[src/rtl/noise_lfsr_pkg.sv]
package noise_lfsr_pkg;

    typedef enum logic [1:0] {
        RATE_DIV32  = 2'd0,
        RATE_DIV64  = 2'd1,
        RATE_DIV128 = 2'd2,
        RATE_TONE2  = 2'd3
    } noise_rate_e;

    localparam int unsigned BASE_SHIFT_LOG2 = 5;

    typedef struct packed {
        logic        white;
        noise_rate_e rate;
    } noise_ctrl_t;

endpackage

[src/rtl/noise_rate_sel.sv]
module noise_rate_sel
    import noise_lfsr_pkg::*;
#(
    parameter int unsigned TONE_W = 10,
    parameter int unsigned CNT_W  = TONE_W + 2
) (
    input  noise_rate_e       rate,
    input  logic [TONE_W-1:0] tone2_period,
    output logic [CNT_W-1:0]  period
);

    logic [CNT_W-1:0] fixed_period;
    logic [CNT_W-1:0] linked_period;

    always_comb begin
        fixed_period  = CNT_W'(1) << (BASE_SHIFT_LOG2 + 32'(rate));
        linked_period = CNT_W'({tone2_period, 1'b0});
        period        = (rate == RATE_TONE2) ? linked_period : fixed_period;
    end

endmodule

[src/rtl/noise_shift_timer.sv]
module noise_shift_timer #(
    parameter int unsigned CNT_W = 12
) (
    input  logic             clk,
    input  logic             rst_n,
    input  logic             tick,
    input  logic [CNT_W-1:0] period,
    output logic             shift_evt
);

    typedef struct packed {
        logic [CNT_W-1:0] cnt;
    } timer_t;

    timer_t st_d, st_q;
    logic   expire;

    always_comb begin
        st_d      = st_q;
        expire    = (st_q.cnt <= CNT_W'(1));
        shift_evt = tick && expire;
        if (tick) begin
            if (expire) st_d.cnt = period;
            else        st_d.cnt = st_q.cnt - CNT_W'(1);
        end
    end

    always_ff @(posedge clk or negedge rst_n) begin
        if (!rst_n) st_q <= '0;
        else        st_q <= st_d;
    end

endmodule

[src/rtl/noise_lfsr_core.sv]
module noise_lfsr_core #(
    parameter int unsigned FB_BIT                = 15,
    parameter int unsigned TAP_A                 = 0,
    parameter int unsigned TAP_B                 = 3,
    parameter bit          TAPB_ACTIVE_LOW       = 1'b0,
    parameter bit          RELOAD_ON_MODE_CHANGE = 1'b0,
    parameter bit          INVERT_OUT            = 1'b0,
    localparam int unsigned LFSR_W               = FB_BIT + 1
) (
    input  logic              clk,
    input  logic              rst_n,
    input  logic              shift_evt,
    input  logic              white,
    input  logic              ctrl_we,
    input  logic              new_white,
    output logic              reload,
    output logic [LFSR_W-1:0] lfsr,
    output logic              noise_out
);

    localparam logic [LFSR_W-1:0] SEED = LFSR_W'(1) << FB_BIT;

    typedef struct packed {
        logic [LFSR_W-1:0] sr;
        logic              out;
    } core_t;

    core_t             st_d, st_q;
    logic              tap_b_on;
    logic              fb_bit;
    logic [LFSR_W-1:0] shifted;

    generate
        if (TAPB_ACTIVE_LOW) begin : g_tapb_low
            assign tap_b_on = ~st_q.sr[TAP_B];
        end else begin : g_tapb_high
            assign tap_b_on = st_q.sr[TAP_B];
        end
        if (RELOAD_ON_MODE_CHANGE) begin : g_reload_change
            assign reload = ctrl_we && (new_white != white);
        end else begin : g_reload_always
            assign reload = ctrl_we;
        end
    endgenerate

    always_comb begin
        st_d    = st_q;
        fb_bit  = st_q.sr[TAP_A] ^ (tap_b_on & white);
        shifted = (st_q.sr >> 1) | (fb_bit ? SEED : '0);
        if (reload) begin
            st_d.sr = SEED;
        end else if (shift_evt) begin
            st_d.sr  = shifted;
            st_d.out = shifted[0];
        end
    end

    always_ff @(posedge clk or negedge rst_n) begin
        if (!rst_n) begin
            st_q.sr  <= SEED;
            st_q.out <= SEED[0];
        end else begin
            st_q <= st_d;
        end
    end

    assign lfsr      = st_q.sr;
    assign noise_out = st_q.out ^ INVERT_OUT;

endmodule

[src/rtl/noise_lfsr_gen.sv]
module noise_lfsr_gen
    import noise_lfsr_pkg::*;
#(
    parameter int unsigned FB_BIT                = 15,
    parameter int unsigned TAP_A                 = 0,
    parameter int unsigned TAP_B                 = 3,
    parameter bit          TAPB_ACTIVE_LOW       = 1'b0,
    parameter bit          RELOAD_ON_MODE_CHANGE = 1'b0,
    parameter bit          INVERT_OUT            = 1'b0,
    parameter int unsigned TONE_W                = 10
) (
    input  logic              clk,
    input  logic              rst_n,
    input  logic              tick,
    input  logic              ctrl_we,
    input  logic [2:0]        ctrl,
    input  logic [TONE_W-1:0] tone2_period,
    output logic              noise_out
);

    localparam int unsigned CNT_W  = TONE_W + 2;
    localparam int unsigned LFSR_W = FB_BIT + 1;

    typedef struct packed {
        noise_ctrl_t cfg;
    } top_t;

    top_t              st_d, st_q;
    noise_ctrl_t       wr_cfg;
    logic [CNT_W-1:0]  period;
    logic              shift_evt;
    logic              reload;
    logic [LFSR_W-1:0] lfsr_st;
    logic              mode_q;

    always_comb begin
        wr_cfg = noise_ctrl_t'(ctrl);
        st_d   = st_q;
        if (ctrl_we) st_d.cfg = wr_cfg;
    end

    always_ff @(posedge clk or negedge rst_n) begin
        if (!rst_n) st_q <= '0;
        else        st_q <= st_d;
    end

    assign mode_q = st_q.cfg.white;

    noise_rate_sel #(.TONE_W(TONE_W), .CNT_W(CNT_W)) u_rate (
        .rate         (st_q.cfg.rate),
        .tone2_period (tone2_period),
        .period       (period)
    );

    noise_shift_timer #(.CNT_W(CNT_W)) u_timer (
        .clk       (clk),
        .rst_n     (rst_n),
        .tick      (tick),
        .period    (period),
        .shift_evt (shift_evt)
    );

    noise_lfsr_core #(
        .FB_BIT                (FB_BIT),
        .TAP_A                 (TAP_A),
        .TAP_B                 (TAP_B),
        .TAPB_ACTIVE_LOW       (TAPB_ACTIVE_LOW),
        .RELOAD_ON_MODE_CHANGE (RELOAD_ON_MODE_CHANGE),
        .INVERT_OUT            (INVERT_OUT)
    ) u_core (
        .clk       (clk),
        .rst_n     (rst_n),
        .shift_evt (shift_evt),
        .white     (mode_q),
        .ctrl_we   (ctrl_we),
        .new_white (wr_cfg.white),
        .reload    (reload),
        .lfsr      (lfsr_st),
        .noise_out (noise_out)
    );

endmodule

[config.mk]
export PLATFORM = sky130hd
export DESIGN_NAME = noise_lfsr_gen
export DESIGN_NICKNAME = d
export VERILOG_FILES = /design/src/rtl/noise_lfsr_pkg.sv /design/src/rtl/noise_rate_sel.sv /design/src/rtl/noise_shift_timer.sv /design/src/rtl/noise_lfsr_core.sv /design/src/rtl/noise_lfsr_gen.sv
export SDC_FILE = /design/constraint.sdc
export NUM_CORES = 1
export LEC_CHECK = 0
export ABC_CLOCK_PERIOD_IN_PS = 3750
export BUFFER_PORTS_ARGS = -buffer_cell sky130_fd_sc_hd__buf_4
export CAP_MARGIN = 10
export CORE_ASPECT_RATIO = 0.75
export CORE_MARGIN = 4
export CORE_UTILIZATION = 40
export CTS_CLUSTER_SIZE = 14
export DETAILED_ROUTE_END_ITERATION = 6
export GPL_TIMING_DRIVEN = 0
export HOLD_SLACK_MARGIN = 0.08
export MAX_ROUTING_LAYER = met4
export SYNTH_ARGS = -nofsm -noshare
export SYNTH_HDL_FRONTEND = slang
export SYNTH_SLANG_ARGS = --single-unit
export TNS_END_PERCENT = 5
[constraint.sdc]
create_clock -name clk -period 3.75 [get_ports clk]
set_clock_uncertainty 0.15 [all_clocks]
set_input_delay 0.375 -clock clk [delete_from_list [all_inputs] [get_ports clk]]
set_output_delay 0.375 -clock clk [all_outputs]
set_load 0.01 [all_outputs]
==> results of run 1 <==
==> state kept, by name (all words and copies together), names as in the netlist <==
register	count
st_q	2
u_core.noise_out	1
u_timer.st_q	12
u_core.lfsr	16
mode_q	1
==> per-stage QoR <==
step | setup WS, ns | utilization | instance area, sq um | total power [mW]
2_1_floorplan | 1.539 | - | 1647 | 0.6491
3_3_place_gp | 1.460 | 0.4836 | 1839 | 0.7182
3_5_place_dp | 1.438 | 0.4836 | 1839 | 0.7339
4_1_cts | 1.421 | 0.5099 | 1939 | 1.013
5_1_grt | 1.270 | 0.5099 | 1939 | 1.063
6_report | 1.416 | 0.5099 | 1939 | 1.011
==> worst max-delay path: stages, from the launching register on <==
cell	delay (ns)
dfrtp_1	0.45
or3_1	0.49
nor4_4	0.58
buf_4	0.28
o21ai_1	0.08
a22oi_1	0.21
==> cells in the mapped netlist (all sizes together), types with 2 or more instances <==
library cell and number:
buf 5, clkbuf 6, a21oi 14, mux2i 3, nor2 12, o21ai 7
nand2 22, dfrtp 31, mux2 2, nand3 14, inv 6, and2 3
nand4 2, xor2 2, nor3 7, ha 2, and3 3, a211o 2
or3 3, a221o 2, a22oi 3, o31a 2
==> placed cells by master, fill, tap and decap left out, types with 2 or more instances in the layout <==
master	count
dfrtp_1	31
nand2_1	22
buf_4	19
nand3_1	14
a21oi_1	14
nor2_1	11
clkbuf_1	8
nor3_1	7
inv_1	6
o21ai_0	6
clkbuf_8	6
or3_1	3
buf_6	3
mux2i_1	3
and2_1	3
a22oi_1	3
and3_1	3
nand4_1	2
o31a_1	2
a211o_1	2
a221o_1	2
xor2_1	2
ha_1	2
==> kinds of logic (layout without fill, tap and decap cells) <==
| logic type | Yosys count | in the layout | synth area share |
|---|---|---|---|
| buffers and inverters | 17 | 43 | 0.05698 |
| AND/OR/NAND/NOR | 74 | 74 | 0.2379 |
| XOR/XNOR | 2 | 2 | 0.01064 |
| multiplexers | 5 | 5 | 0.03191 |
| AO/OA/AOI/OAI | 40 | 40 | 0.1604 |
| flip-flops | 32 | 32 | 0.4871 |
| adder cells (fa/ha/maj) | 2 | 2 | 0.01520 |
==> where the power goes <==
part	internal (mW)	switching, mW
combinational	0.118	0.149
clock	0.150	0.128
sequential	0.402	0.0646
total	0.670	0.341
==> metal layers <==
metal	global-route usage	part of all wire	up-vias
met5	-	0	-
met4	0.06224	0.016	0
met3	0.03846	0.059	7
met2	0.2238	0.42	43
met1	0.2256	0.50	664
li1	-	-	664
==> final timing paths <==
kind | end | startpoint | slack, ns | depth (start not counted)
setup / recovery | u_timer.st_q[6]$_DFFE_PN0P_ | u_timer.st_q[8]$_DFFE_PN0P_ | 1.42 | 5
hold / removal | u_timer.st_q[4]$_DFFE_PN0P_ | tone2_period[3] | 0.15 | 2
setup reg to reg | u_timer.st_q[6]$_DFFE_PN0P_ | u_timer.st_q[8]$_DFFE_PN0P_ | 1.42 | 5
hold reg to reg | u_core.noise_out$_DFFE_PN0P_ | u_core.noise_out$_DFFE_PN0P_ | 0.34 | 1
max in group asynchronous | u_core.lfsr[15]$_DFFE_PN1P_ | rst_n | 2.71 | 2
min in group asynchronous | u_core.noise_out$_DFFE_PN0P_ | rst_n | 0.42 | 2
==> area by class of cell <==
type,instances,area [sq um],area share
Multi-Input combinational cell,123,750.7,0.3871
Clock buffer,8,90.09,0.04645
Timing Repair Buffer,18,137.6,0.07097
Sequential cell,32,802.0,0.4135
Inverter,6,22.52,0.01161
Tap cell,52,65.06,0.03355
Buffer,11,71.32,0.03677
==> metrics.txt, run 1 <==
I/O pin count 18; share of flip-flops with an asynchronous set or reset 1.000; fill cell total of the finished layout 371; deepest level of the CTS H-tree 2; Port Buffer Count 17; cell types with the largest area share after synthesis dfrtp_1 (47%), nand2_1 (5.0%), a21oi_1 (4.3%), nand3_1 (4.3%), nor2_1 (2.5%); maximum vdd drop 0.3707 mV; pin slew with the least headroom to its limit 0.5724 ns; Crit Path Class reg -> reg; Core Area 3804 sq um; Placed Cells 241; DRC violations left 0; minimum clock period 2.334 ns; DIE AREA 5218 sq um; biggest area consumer among synthesized cells dfrtp_1; router iterations before antenna repair 5; antenna-violating nets left 0; number of enable-type register cells in the synthesized netlist 0; Die W 82.09 um; fin nets 216; final-layout worst hold slack 0.1480 ns; detailed-route wire length 3782 um; die span in y 63.57 um; global placement routability congestion 0.8297; setup repair after global routing missed its margin no; vias post-DR 1378; Distinct cells, synth 45; dominant synthesized flop cell dfrtp_1; Fin Setup TNS 0 ns; outcome finished clean; pin count of the biggest net entering global routing 33; Finish-stage setup viols 0; Synthesized Nets 191; critical path data required time 3.80 ns; cts hold-fix bufs 1; Std-Cell Rows 19; total number of yosys warnings 0; initial cell density of the core 0.4329; later-pin clock latency in the skew report 0.29 ns; flip-flop and latch count after synthesis 32; post-synthesis instance area 1647 sq um; Clk Tree Root Cell clkbuf_8; startpoint kind of the worst setup timing path flip-flop; overall overflow remaining after global route 0; clock-pin slew reported for the worst setup and hold paths after clock tree synthesis 0.07 ns; relative max-transition margin 0.6130; largest buffer count on any clock path 2; portion of synthesized cell area occupied by the leading cell type 0.4711; Final Hold Violating Endpoints 0; Min-Delay Path Class in -> reg; routed wirelength normalized by instance count 15.13 um; layout-stage area growth over the synthesis result 17.78%; number of diodes added for antenna fixing 0; ratio of final minimum period to clock period 0.6224; power density relative to cell area 521.3 nW/um^2; Initial DRC Count 158; Fmax 428.4 MHz; Setup Buffers After CTS 0; CTS tree built; number of gates resized after CTS 0; drt via density 5.512; first-pass GRT wire length 6285 um; share of layout cells above drive strength 1 0.1667; global router's overall resource usage 0.1613; post-detailed-placement half-perimeter wirelength 2764 um; Critical Path End Type flip-flop; arrival time of data at the critical path endpoint 2.38 ns; Post-Synthesis Cells 172; maximum net fanout on the critical path 10; max-slew violations 0; Leak Pwr 0.8463 nW; CTS Sinks 32; Finished Layout Cells 250; number of global-route vias before repair 1361; number of antenna violations at the first check in global routing 0; total CTS buffers 5; syn avg cell area 9.573 sq um; reported max-cap violation count 0; portion of the post-synthesis area used by sequential elements 0.4871
Note: power is estimated with default switching activity, not from simulation.
==> run 2, diff against run 1 <==
Settings changed: ABC_CLOCK_PERIOD_IN_PS 3750 to 2150.
Clock period 3.75 ns to 2.15 ns, I/O delays scaled along.
==> metrics.txt, run 2 (synthesis results as in run 1) <==
outcome finished, violations left; violated checks setup timing; pin slew with the least headroom to its limit 0.7539 ns; proportion of total power due to net switching 0.3179; P_sw 609.9 uW; Critical Path End Type flip-flop; CTS tree built; post-detailed-placement half-perimeter wirelength 2718 um; detailed-route wire length 3862 um; Logic pwr share 0.277; DIE AREA 5218 sq um; global placement routability congestion 0.8812; Port Buffer Count 17; Crit path largest cell delay 0.56 ns; relative max-transition margin 0.4903; number of antenna violations at the first check in global routing 0; Min-Delay Path Class in -> reg; Leak Pwr 0.9210 nW; pin count of the biggest net entering global routing 33; total CTS buffers 5; DRC violations left 0; internal portion of total power 1.309 mW; critical path data required time 2.17 ns; largest buffer count on any clock path 2; worst-case setup slack after placement -0.1881 ns; global router's overall resource usage 0.1642; maximum vdd drop 0.7561 mV; fin nets 231; minimum clock period 2.198 ns; setup repair after global routing missed its margin yes; standard cell with the maximum stage delay on the critical path or4_4; Fmax 454.9 MHz; Initial DRC Count 99; Std-Cell Rows 19; worst-path cell chain or3_4, or4_4, buf_8, nor2_4, mux2_4; number of global-route vias before repair 1346; Die W 82.09 um; Core Area 3804 sq um; I/O pin count 18; die span in y 63.57 um; Finish-stage setup viols 3; Largest register FFs 16; placed instance area 1843 sq um; ratio of final minimum period to clock period 1.022; antenna-violating nets left 0; layout-stage area growth over the synthesis result 28.65%; most common cell after layout, fill and taps aside dfrtp_1; vias post-DR 1420; Final Hold Violating Endpoints 0; Finished Layout Cells 265; later-pin clock latency in the skew report 0.28 ns; Placed Cells 241; initial cell density of the core 0.4329; deepest level of the CTS H-tree 2; number of diodes added for antenna fixing 0; share of power burned in the clock network 0.298; first-pass GRT wire length 6389 um; Crit Path Class reg -> reg; startpoint kind of the worst setup timing path flip-flop; router iterations before antenna repair 4; worst setup margin -0.04814 ns; clock-pin slew reported for the worst setup and hold paths after clock tree synthesis 0.07 ns; arrival time of data at the critical path endpoint 2.22 ns; CTS Sinks 32; routed wirelength normalized by instance count 14.57 um; maximum net fanout on the critical path 8; power density relative to cell area 905.7 nW/um^2; portion of total power attributed to sequential cells 0.425; share of layout cells above drive strength 1 0.2347; final cell area excluding filler cells 2118 sq um; power after layout 1.919 mW; Clk Tree Root Cell clkbuf_8; commonest non-fill, non-tap cells in the layout dfrtp_1 (29), buf_4 (27), nand2_1 (22); max-slew violations 0; overall overflow remaining after global route 0; reported max-cap violation count 0; drt via density 5.358
[run 2: layout make-up]
class | instances | area, sq um
multi-input cells | 123 | 773.2
plain buffers | 10 | 63.81
well taps | 52 | 65.06
fillers | 335 | 1685
inverters | 6 | 22.52
clock buffers | 5 | 68.82
clock inverters | 3 | 42.54
repair buffers | 34 | 277.8
flip-flops and latches | 32 | 804.5
[run 2: power by group through the flow]
| stage | Combinational [mW] | Sequential, mW | Clock [mW] |
|---|---|---|---|
| floorplan | 0.340 | 0.792 | 0 |
| global placement | 0.441 | 0.818 | 0 |
| detailed placement | 0.451 | 0.826 | 0 |
| CTS | 0.469 | 0.816 | 0.584 |
| global route | 0.580 | 0.826 | 0.615 |
| finish | 0.531 | 0.816 | 0.572 |
[run 2: timing repair]
action / CTS / global route
gates resized for setup: 0 / 8
pin swaps: 1 / 2
setup endpoints to repair: 26 / 29
buffers inserted: 2 / 6
hold buffers: 9 / 0
hold endpoints to repair: 39 / 0
[run 2: worst paths after layout]
check                                             from                      endpoint  slack, ns  depth (start not counted)
setup / recovery           u_timer.st_q[6]$_DFFE_PN0P_  u_core.noise_out$_DFFE_PN0P_      -0.05                          5
hold / removal                         tone2_period[8]   u_timer.st_q[9]$_DFFE_PN0P_        0.1                          3
setup reg to reg           u_timer.st_q[6]$_DFFE_PN0P_  u_core.noise_out$_DFFE_PN0P_      -0.05                          5
hold reg to reg             u_core.lfsr[9]$_DFFE_PN0P_    u_core.lfsr[9]$_DFFE_PN0P_       0.37                          2
max in group asynchronous                        rst_n   u_core.lfsr[15]$_DFFE_PN1P_       1.28                          2
min in group asynchronous                        rst_n   u_core.lfsr[13]$_DFFE_PN0P_       0.26                          2
[run 2: through the flow]
| stage | TNS [ns] | hold slack, ns | util |
|---|---|---|---|
| CTS | -0.7174 | 0.09264 | 0.5414 |
| global route | -0.2013 | 0.1110 | 0.5569 |
| detailed placement | -3.194 | 0.03021 | 0.4845 |
| global placement | -2.097 | 0.02839 | 0.4845 |
| finish | -0.07048 | 0.09676 | 0.5569 |
| floorplan | -0.05146 | -0.2306 | - |
[run 2: critical path, delay by kind of cell (launching register included)]
family | cells | cell delay, ns
muxes | 1 | 0.29
buffers and inverters | 1 | 0.16
DFF | 1 | 0.41
and+or+nand+nor | 3 | 1.07
[run 2: per-layer routing]
metal | vias to the layer above | routed length, um | part of all wire | global-route usage
li1 | 697 | - | - | -
met1 | 683 | 1974 | 0.51 | 0.2415
met2 | 35 | 1637 | 0.42 | 0.2218
met3 | 5 | 208 | 0.054 | 0.04274
met4 | 0 | 41 | 0.011 | 0.04357
met5 | - | 0 | 0 | -
==> run 3, diff against run 2 <==
Settings changed: CTS_BUF_LIST set to sky130_fd_sc_hd__clkbuf_4.
==> metrics.txt, run 3 (synthesis results as in run 1) <==
total area of multi-input combinational cells 777.0 sq um; Finished Layout Cells 268; DRC violations left 0; vias post-DR 1429; detailed-route wire length 3917 um; number of cells on the critical path 5; pin slew with the least headroom to its limit 0.4733 ns; maximum vdd drop 0.7652 mV; Min-Delay Startpoint ctrl_we; ratio of final minimum period to clock period 1.023; cts hold-fix bufs 11; initial cell density of the core 0.4329; fill cell total of the finished layout 332; Finish-stage setup viols 3; standard cell with the maximum stage delay on the critical path or4_4; drt via density 5.332; CTS tree built; placed instance area 1843 sq um; setup repair after global routing missed its margin yes; startpoint kind of the worst setup timing path flip-flop; global router's overall resource usage 0.1658; Clk Tree Root Cell clkbuf_4; most common cell after layout, fill and taps aside dfrtp_1; die span in y 63.57 um; Initial DRC Count 108; routed wirelength normalized by instance count 14.62 um; Placed Cells 241; Largest register FFs 16; pin count of the biggest net entering global routing 33; Final Hold Violating Endpoints 0; commonest non-fill, non-tap cells in the layout dfrtp_1 (29), buf_4 (28), nand2_1 (22); Die W 82.09 um; CP endpoint u_core.noise_out$_DFFE_PN0P_; DIE AREA 5218 sq um; outcome finished, violations left; deepest level of the CTS H-tree 2; worst-case setup slack after placement -0.1881 ns; largest buffer count on any clock path 2; maximum net fanout on the critical path 8; Leak Pwr 0.9243 nW; minimum clock period 2.200 ns; arrival time of data at the critical path endpoint 2.29 ns; Min-Delay Path Class in -> reg; Std-Cell Rows 19; Fmax 454.5 MHz; source of the worst register-to-register timing path u_timer.st_q[6]$_DFFE_PN0P_; layout-stage area growth over the synthesis result 28.65%; antenna-violating nets left 0; router iterations before antenna repair 5; global placement routability congestion 0.8812; number of global-route vias before repair 1348; violated checks setup timing; Top delay family on crit path simple AND/OR/NAND/NOR gates; Critical R2R Capture u_core.noise_out$_DFFE_PN0P_; total CTS buffers 5; I/O pin count 18; register-to-register setup slack -0.05 ns; CTS Sinks 32; power density relative to cell area 862.0 nW/um^2; reported max-cap violation count 0; launching instance or port of the critical path u_timer.st_q[6]$_DFFE_PN0P_; critical path data required time 2.24 ns; number of antenna violations at the first check in global routing 0; worst setup margin -0.05022 ns; worst-path cell chain or3_4, or4_4, buf_8, nor2_4, mux2_4; fin nets 234; Crit Path Class reg -> reg; Crit path largest cell delay 0.56 ns; Core Area 3804 sq um; clock-pin slew reported for the worst setup and hold paths after clock tree synthesis 0.12 ns; Reg area 804.5 sq um; Port Buffer Count 17; number of cells traversed by the worst register-to-register path 5; number of diodes added for antenna fixing 0; post-detailed-placement half-perimeter wirelength 2718 um; Buffers & Inverters on Critical Path 1; final cell area excluding filler cells 2118 sq um; overall overflow remaining after global route 0; relative max-transition margin 0.6845; later-pin clock latency in the skew report 0.34 ns; share of layout cells above drive strength 1 0.2361; Critical Path End Type flip-flop; max-slew violations 0; first-pass GRT wire length 6423 um
-- run 3: cell types whose count changed in the layout (fill, tap and decap cells not counted) --
cell | before | now
buf_4 | 27 | 28
clkbuf_4 | 0 | 5
clkbuf_8 | 5 | 0
dlygate4sd3_1 | 9 | 11
ha_1 | 1 | 2
ha_2 | 1 | 0
nor4b_1 | 1 | 0
nor4b_2 | 0 | 1
-- run 3: area by class of cell --
type | instances | share of cell area
Buffer | 10 | 0.03012
Clock buffer | 5 | 0.01772
Clock inverter | 3 | 0.02008
Inverter | 6 | 0.01063
Multi-Input combinational cell | 123 | 0.3668
Sequential cell | 32 | 0.3798
Tap cell | 52 | 0.03071
Timing Repair Buffer | 37 | 0.1441
-- run 3: tightest hold or removal path: cells and delay by family --
family	cells	cell delay, ns
buf+inv	1	0.11
mux	1	0.18
simple gates	1	0.04
-- run 3: repair_timing --
action / 4_1_cts / 5_1_grt
pin swaps: 1 / 2
setup buffers: 2 / 7
setup endpoints to repair: 26 / 29
resized for setup: 0 / 8
endpoints found under the hold margin: 42 / 1
-- run 3: through the flow --
step / power (mW) / setup TNS (ns) / utilization / hold WS, ns
after global placement: 1.260 / -2.097 / 0.4845 / 0.02839
after CTS: 1.760 / -0.8376 / 0.5385 / 0.07501
after floorplan: 1.132 / -0.05146 / - / -0.2306
after detailed placement: 1.277 / -3.194 / 0.4845 / 0.03021
after global routing: 1.921 / -0.2995 / 0.5569 / 0.06873
final: 1.826 / -0.07420 / 0.5569 / 0.07845
-- run 3: how the worst min path moves through the flow --
| stage | depth (start not counted) | end |
|---|---|---|
| final | 3 | u_core.noise_out$_DFFE_PN0P_ |
| after CTS | 3 | u_core.noise_out$_DFFE_PN0P_ |
| after floorplan | 0 | mode_q$_DFFE_PN0P_ |
| after detailed placement | 1 | u_core.lfsr[12]$_DFFE_PN0P_ |
| after global placement | 1 | u_core.lfsr[11]$_DFFE_PN0P_ |
| after global routing | 3 | u_core.noise_out$_DFFE_PN0P_ |
-- run 3: power breakdown --
| part | switching [mW] | internal, mW | leakage (nW) |
|---|---|---|---|
| sequential | 0.113 | 0.702 | 0.416 |
| clock | 0.227 | 0.242 | 0.0412 |
| combinational | 0.273 | 0.267 | 0.467 |
| total | 0.614 | 1.21 | 0.924 |
-- run 3: routing by layer --
layer / track usage / routed length, um / vias to the layer above
li1: - / - / 704
met4: 0.04979 / 33 / 0
met2: 0.2218 / 1650 / 39
met1: 0.2433 / 2003 / 682
met3: 0.04274 / 230 / 4
met5: - / 0 / -
